===== src/rtl/lsu_pkg.sv =====
package lsu_pkg;
  typedef enum logic [1:0] {
    OP_FETCH = 2'b00,
    OP_LOAD  = 2'b01,
    OP_STORE = 2'b10,
    OP_LOADX = 2'b11
  } op_e;

  typedef enum logic [1:0] {
    SZ_BYTE = 2'b00,
    SZ_HALF = 2'b01,
    SZ_WORD = 2'b10,
    SZ_WIDE = 2'b11
  } sz_e;
endpackage


===== src/rtl/lsu_addr_gen.sv =====
module lsu_addr_gen
  import lsu_pkg::*;
#(
  parameter int AW = 32,
  parameter int DW = 32
) (
  input  logic [AW-1:0]         base,
  input  logic [AW-1:0]         offset,
  input  sz_e                   size,
  input  logic [DW-1:0]         wdata,
  output logic [AW-1:0]         bus_adr,
  output logic [$clog2(DW/8)-1:0] lane,
  output logic [DW/8-1:0]       sel,
  output logic [DW-1:0]         lanes_data
);
  localparam int SW = DW / 8;
  localparam int LB = $clog2(SW);

  // Byte-enable mask for an access of size s starting at lane lo.
  function automatic logic [SW-1:0] lane_mask(input sz_e s, input logic [LB-1:0] lo);
    logic [LB-1:0] hl;
    hl = lo;
    hl[0] = 1'b0;
    case (s)
      SZ_BYTE: lane_mask = SW'(1) << lo;
      SZ_HALF: lane_mask = SW'(3) << hl;
      default: lane_mask = {SW{1'b1}};
    endcase
  endfunction

  // Copy the right-aligned store value onto every lane it may occupy.
  function automatic logic [DW-1:0] replicate(input sz_e s, input logic [DW-1:0] w);
    logic [DW-1:0] r;
    r = w;
    case (s)
      SZ_BYTE: for (int i = 0; i < SW; i++) r[8*i +: 8] = w[7:0];
      SZ_HALF: for (int i = 0; i < SW/2; i++) r[16*i +: 16] = w[15:0];
      default: r = w;
    endcase
    return r;
  endfunction

  logic [AW-1:0] eff_addr;

  assign eff_addr   = base + offset;
  assign bus_adr    = {eff_addr[AW-1:LB], {LB{1'b0}}};
  assign lane       = eff_addr[LB-1:0];
  assign sel        = lane_mask(size, eff_addr[LB-1:0]);
  assign lanes_data = replicate(size, wdata);
endmodule


===== src/rtl/lsu_load_align.sv =====
module lsu_load_align
  import lsu_pkg::*;
#(
  parameter int DW = 32
) (
  input  logic [DW-1:0]           raw,
  input  logic [$clog2(DW/8)-1:0] lane,
  input  sz_e                     size,
  input  logic                    zext,
  output logic [DW-1:0]           value
);
  localparam int LB = $clog2(DW / 8);

  // Move the addressed lanes down to bit 0 and extend to full width.
  function automatic logic [DW-1:0] extract(input logic [DW-1:0] w, input logic [LB-1:0] lo,
                                            input sz_e s, input logic z);
    logic [LB-1:0] hl;
    logic [DW-1:0] sb;
    logic [DW-1:0] sh;
    hl = lo;
    hl[0] = 1'b0;
    sb = w >> {lo, 3'b000};
    sh = w >> {hl, 3'b000};
    case (s)
      SZ_BYTE: extract = z ? {{(DW-8){1'b0}}, sb[7:0]}  : {{(DW-8){sb[7]}}, sb[7:0]};
      SZ_HALF: extract = z ? {{(DW-16){1'b0}}, sh[15:0]} : {{(DW-16){sh[15]}}, sh[15:0]};
      default: extract = w;
    endcase
  endfunction

  assign value = extract(raw, lane, size, zext);
endmodule


===== src/rtl/lsu_bus_fsm.sv =====
module lsu_bus_fsm (
  input  logic clk,
  input  logic rst_n,
  input  logic start,
  input  logic ack,
  output logic cyc,
  output logic stb,
  output logic done
);
  logic cyc_r, stb_r, done_r;

  always_ff @(posedge clk) begin
    if (!rst_n) begin
      cyc_r  <= 1'b0;
      stb_r  <= 1'b0;
      done_r <= 1'b0;
    end else begin
      done_r <= cyc_r && ack;
      if (cyc_r && ack) begin
        cyc_r <= 1'b0;
      end else if (start) begin
        cyc_r <= 1'b1;
      end
      if (stb_r && ack) begin
        stb_r <= 1'b0;
      end else if (start) begin
        stb_r <= 1'b1;
      end
    end
  end

  assign cyc  = cyc_r;
  assign stb  = stb_r;
  assign done = done_r;
endmodule


===== src/rtl/lsu_bus_master.sv =====
module lsu_bus_master
  import lsu_pkg::*;
#(
  parameter int AW = 32,
  parameter int DW = 32
) (
  input  logic          clk,
  input  logic          rst_n,
  input  logic          req_valid,
  input  logic [1:0]    req_op,
  input  logic [1:0]    req_size,
  input  logic          req_unsigned,
  input  logic [AW-1:0] req_base,
  input  logic [AW-1:0] req_offset,
  input  logic [DW-1:0] req_wdata,
  output logic          busy,
  output logic          done,
  output logic [DW-1:0] rdata,
  output logic          wb_cyc,
  output logic          wb_stb,
  output logic          wb_we,
  output logic [AW-1:0] wb_adr,
  output logic [DW/8-1:0] wb_sel,
  output logic [DW-1:0] wb_dat_o,
  input  logic [DW-1:0] wb_dat_i,
  input  logic          wb_ack
);
  localparam int SW = DW / 8;
  localparam int LB = $clog2(SW);

  op_e  op_in;
  sz_e  sz_eff;
  logic accept;
  logic xfer_end;

  logic [AW-1:0] adr_n;
  logic [LB-1:0] lane_n;
  logic [SW-1:0] sel_n;
  logic [DW-1:0] dat_n;

  logic [AW-1:0] adr_q;
  logic [LB-1:0] lane_q;
  logic [SW-1:0] sel_q;
  logic [DW-1:0] dat_q;
  logic          we_q;
  sz_e           sz_q;
  logic          zext_q;
  logic [DW-1:0] rdata_q;
  logic [DW-1:0] load_val;

  assign op_in    = op_e'(req_op);
  assign sz_eff   = (op_in == OP_FETCH) ? SZ_WORD : sz_e'(req_size);
  assign accept   = req_valid && !wb_cyc;
  assign xfer_end = wb_cyc && wb_ack;

  lsu_addr_gen #(.AW(AW), .DW(DW)) u_addr (
    .base       (req_base),
    .offset     (req_offset),
    .size       (sz_eff),
    .wdata      (req_wdata),
    .bus_adr    (adr_n),
    .lane       (lane_n),
    .sel        (sel_n),
    .lanes_data (dat_n)
  );

  lsu_bus_fsm u_fsm (
    .clk   (clk),
    .rst_n (rst_n),
    .start (accept),
    .ack   (wb_ack),
    .cyc   (wb_cyc),
    .stb   (wb_stb),
    .done  (done)
  );

  lsu_load_align #(.DW(DW)) u_align (
    .raw   (wb_dat_i),
    .lane  (lane_q),
    .size  (sz_q),
    .zext  (zext_q),
    .value (load_val)
  );

  always_ff @(posedge clk) begin
    if (!rst_n) begin
      adr_q   <= '0;
      lane_q  <= '0;
      sel_q   <= '0;
      dat_q   <= '0;
      we_q    <= 1'b0;
      sz_q    <= SZ_WORD;
      zext_q  <= 1'b0;
      rdata_q <= '0;
    end else begin
      if (accept) begin
        adr_q  <= adr_n;
        lane_q <= lane_n;
        sel_q  <= sel_n;
        dat_q  <= dat_n;
        we_q   <= (op_in == OP_STORE);
        sz_q   <= sz_eff;
        zext_q <= req_unsigned;
      end
      if (xfer_end && !we_q) begin
        rdata_q <= load_val;
      end
    end
  end

  assign busy     = wb_cyc;
  assign rdata    = rdata_q;
  assign wb_we    = we_q;
  assign wb_adr   = adr_q;
  assign wb_sel   = sel_q;
  assign wb_dat_o = dat_q;
endmodule


===== config.mk =====
export PLATFORM = sky130hd
export DESIGN_NAME = lsu_bus_master
export DESIGN_NICKNAME = d
export VERILOG_FILES = /design/src/rtl/lsu_pkg.sv /design/src/rtl/lsu_addr_gen.sv /design/src/rtl/lsu_load_align.sv /design/src/rtl/lsu_bus_fsm.sv /design/src/rtl/lsu_bus_master.sv
export SDC_FILE = /design/constraint.sdc
export NUM_CORES = 1
export LEC_CHECK = 0
export ABC_AREA = 1
export BUFFER_PORTS_ARGS = -buffer_cell sky130_fd_sc_hd__buf_2
export CORE_MARGIN = 5
export CORE_UTILIZATION = 45
export CTS_BUF_LIST = sky130_fd_sc_hd__clkbuf_2 sky130_fd_sc_hd__clkbuf_4 sky130_fd_sc_hd__clkbuf_8
export DETAILED_ROUTE_END_ITERATION = 12
export HOLD_SLACK_MARGIN = 0.08
export PLACE_DENSITY = 0.72
export SETUP_SLACK_MARGIN = 0.4
export SLEW_MARGIN = 20
export SYNTH_ARGS = -nofsm -noshare
export SYNTH_HDL_FRONTEND = slang
export SYNTH_HIERARCHICAL = 1
export SYNTH_SLANG_ARGS = --single-unit
export TNS_END_PERCENT = 30

===== constraint.sdc =====
create_clock -name clk -period 1.79 [get_ports clk]
set_input_delay 0.358 -clock clk [delete_from_list [all_inputs] [get_ports clk]]
set_output_delay 0.358 -clock clk [all_outputs]
set_load 0.05 [all_outputs]

==> metrics <==
outcome=finished, final reports clean; Final Setup Violations=0; Pleak=5.89 nW; HPWL Detailed=18500 um; clock share of power=19.9%; Reg power frac=36.2%; combinational family with the most area after synthesis=simple AND/OR/NAND/NOR gates; worst vdd rail ir drop=0.000528 V; post-synthesis xor/xnor area fraction=1.70%; Crit Path Class=primary input to register; Comb power frac=43.9%; clk_lat worst skew=0.38 ns; Setup crit start kind=primary input; via-per-instance ratio=4.86; IO Count=242; die height=141 um; Worst Setup End Kind=register; post-synthesis adder-cell area fraction=5.29%; worst hold margin=0.245 ns; # Max-Cap Violations=0; post-synthesis sequential element count=109; critical path peak fanout=3; Crit. Startpoint=req_offset[0]; Final period util=84.3%; placed cells=1756; Min-Delay Path Class=primary input to register; area of the multi-input gates=5480 um^2; critical path arrival=1.78 ns; max-slew violation count=0; Worst Setup EP=wb_adr[16]; sequential-to-total area share from yosys stat=28.3%; r2r setup slk=0.34 ns; Storage cell area=2190 um^2; Detail Route Antenna Nets=0; initial antenna violation count=0; starting density of the core=46.2%; async set-or-reset flop fraction in the synthesized netlist=0%; Final #Nets=1721; area share of the largest cell type after synthesis=28.3%; RSZ-0062 raised after global routing=yes; Pint=4.36 mW; Post-synth EDFFs=0; die width=141 um; worst reg2reg path depth=9; CTS Buffer Depth=2; mux cell area share after synthesis=0%; Crit path required time=2.06 ns; Synth Instances=1300; average size of a mapped cell=5.93 um^2; vias in the first global route=7786; CTS Buf Count=9; CP max stage delay=0.36 ns; Netlist cell types=39; most frequent cell after synthesis=nand2_1; H-tree levels=3; Net Switching=3.31 mW; Max Freq=663 MHz; Sink Count=109; area leader, netlist=dfxtp_1; clock skew=0.0216 ns; DR iter-0 viols=504; Cell Area, Synth=7710 um^2; Final Hold Fails=0; Port Buf Inserts=241; clk slew on worst S/H paths=0.13 ns; Die Area=19900 um^2; Synth area leaders=dfxtp_1 28%, nand2_1 21%, nor2_1 13%; RD Place Congestion=0.935; Area growth syn-to-layout=37.2%; Sw Ratio=43.1%; post-synthesis compound-gate area fraction=8.71%; fin cells=1777; most frequent cells after synthesis=429 x nand2_1, 261 x nor2_1, 168 x inv_1, 109 x dfxtp_1, 83 x o21ai_0; Core Region=16700 um^2; Core Rows=47; simple-gate share of the synthesized area=42.3%; pwr/cell area=725 nW/um^2; share of layout cells above drive strength 1=34.8%; wire per inst=13.7 um; CTS tree=done; Cell Chain, Critical Path=buf_8 > ha_4 > inv_2 > fa_2 > inv_2 > nand3_2 > nand3_4 > nand2_4 > a21oi_2 > nor2_1 > nand2_1 > nand2_1 > o21ai_1 > nor2_1; total grt overflow=0; CP max-delay cell=fa_2; setup total negative slack=0 ns; final cell utilization of the core=63.4%; filler cell count in the final layout=1614; Final Critical Period=1.51 ns; synth warn=6; drc violations=0; final WL=24300 um; Pre-Repair DR Iteration Count=5; Root Driver=clkbuf_8; pin count of the biggest net entering global routing=110; antenna cells=0; RR Endpoint=rdata[15]; vias=8637; GRT Util Overall=22.5%; FF-to-FF Start=lane_q[1]; Most used DFF post-synth=dfxtp_1; first-pass GRT wire length=36900 um
## how the worst min path moves through the flow
stage	startpoint	to	slack, ns	cells past startpoint
2_1_floorplan	zext_q	zext_q	0.45	2
3_3_place_gp	wb_adr[5]	wb_adr[5]	0.46	2
3_5_place_dp	wb_dat_o[17]	wb_dat_o[17]	0.47	2
4_1_cts	wb_ack	u_fsm/done	0.23	3
5_1_grt	wb_ack	u_fsm/done	0.24	3
6_report	wb_ack	u_fsm/done	0.25	3
## metrics by stage
step / power (mW) / worst slack [ns] / area, um^2
finish: 7.67 / 0.281 / 10600
global route: 8.16 / 0.212 / 10600
CTS: 7.46 / 0.338 / 9970
detailed placement: 5.89 / -0.158 / 9650
global placement: 5.85 / -0.117 / 9650
floorplan: 5.01 / 0.0844 / 8140
## cell families (layout without fill, tap and decap cells)
family                     after synthesis  count (layout)
AOI/OAI and AO/OA                      124             124
xor gates and xnor gates                15              15
adders and majority gates               32              32
buffers and inverters                  231             484
DFF                                    109             109
other                                    1               2
and+or+nand+nor                        788             791
## power by group through the flow
stage	Clock (mW)	Combinational [mW]	Sequential, mW
after floorplan	0	1.49	3.52
after CTS	1.58	3.11	2.77
after detailed placement	0	3.06	2.82
after global placement	0	3.03	2.82
after global routing	1.70	3.66	2.80
final	1.53	3.37	2.77
## cell usage in the layout, fill, tap and decap left out, drive strengths merged
cell type	count
nor2	263
clkinvlp	1
buf	295
o211ai	13
o21bai	4
nor3	3
a21o	1
fa	1
conb	2
o21ai	83
xnor2	3
a22oi	1
xor2	12
and2	7
clkbuf	9
dfxtp	109
nand4	5
clkinv	6
ha	31
or2	8
nand2	446
inv	173
nand3	59
a21oi	22
## layer usage
metal  part of all wire (%)  vias up  track usage [%]
li1                       -     4455                -
met5                      0        -                0
met2                     50      288             39.9
met1                     42     3854             28.3
met3                    6.2       40             3.18
met4                    2.6        0             6.78
## flip-flops by register name, summed over array words and instances, names as in the netlist
register and cells:
sz_q 2, wb_we 1, zext_q 1, u_fsm/cyc 1
wb_dat_o 32, wb_sel 4, u_fsm/done 1, wb_adr 32
rdata 32, u_fsm/stb 1, lane_q 2
## repair_timing
item                                    in CTS  in global routing
hold buffers                                 0                  0
buffers inserted                             1                  1
gates resized for setup                     25                162
endpoints found under the setup margin      78                174
pin swaps                                    4                 64
gates cloned                                 0                  3
## cell type report
type / instances / area share (%)
clock buffer: 9 / 1.17
clock inverter: 7 / 0.863
inverter: 173 / 6.26
multi-input combinational: 964 / 51.8
sequential: 109 / 20.7
tap: 220 / 2.60
timing repair buffer: 295 / 16.6
## worst max-delay path: cells and delay by family
| kind | cells | cell delay, ns |
|---|---|---|
| AO/OA/AOI/OAI | 2 | 0.26 |
| adder cells (fa/ha/maj) | 2 | 0.50 |
| buffers and inverters | 3 | 0.19 |
| AND/OR/NAND/NOR | 7 | 0.46 |
(Power assumes the default switching activity.)
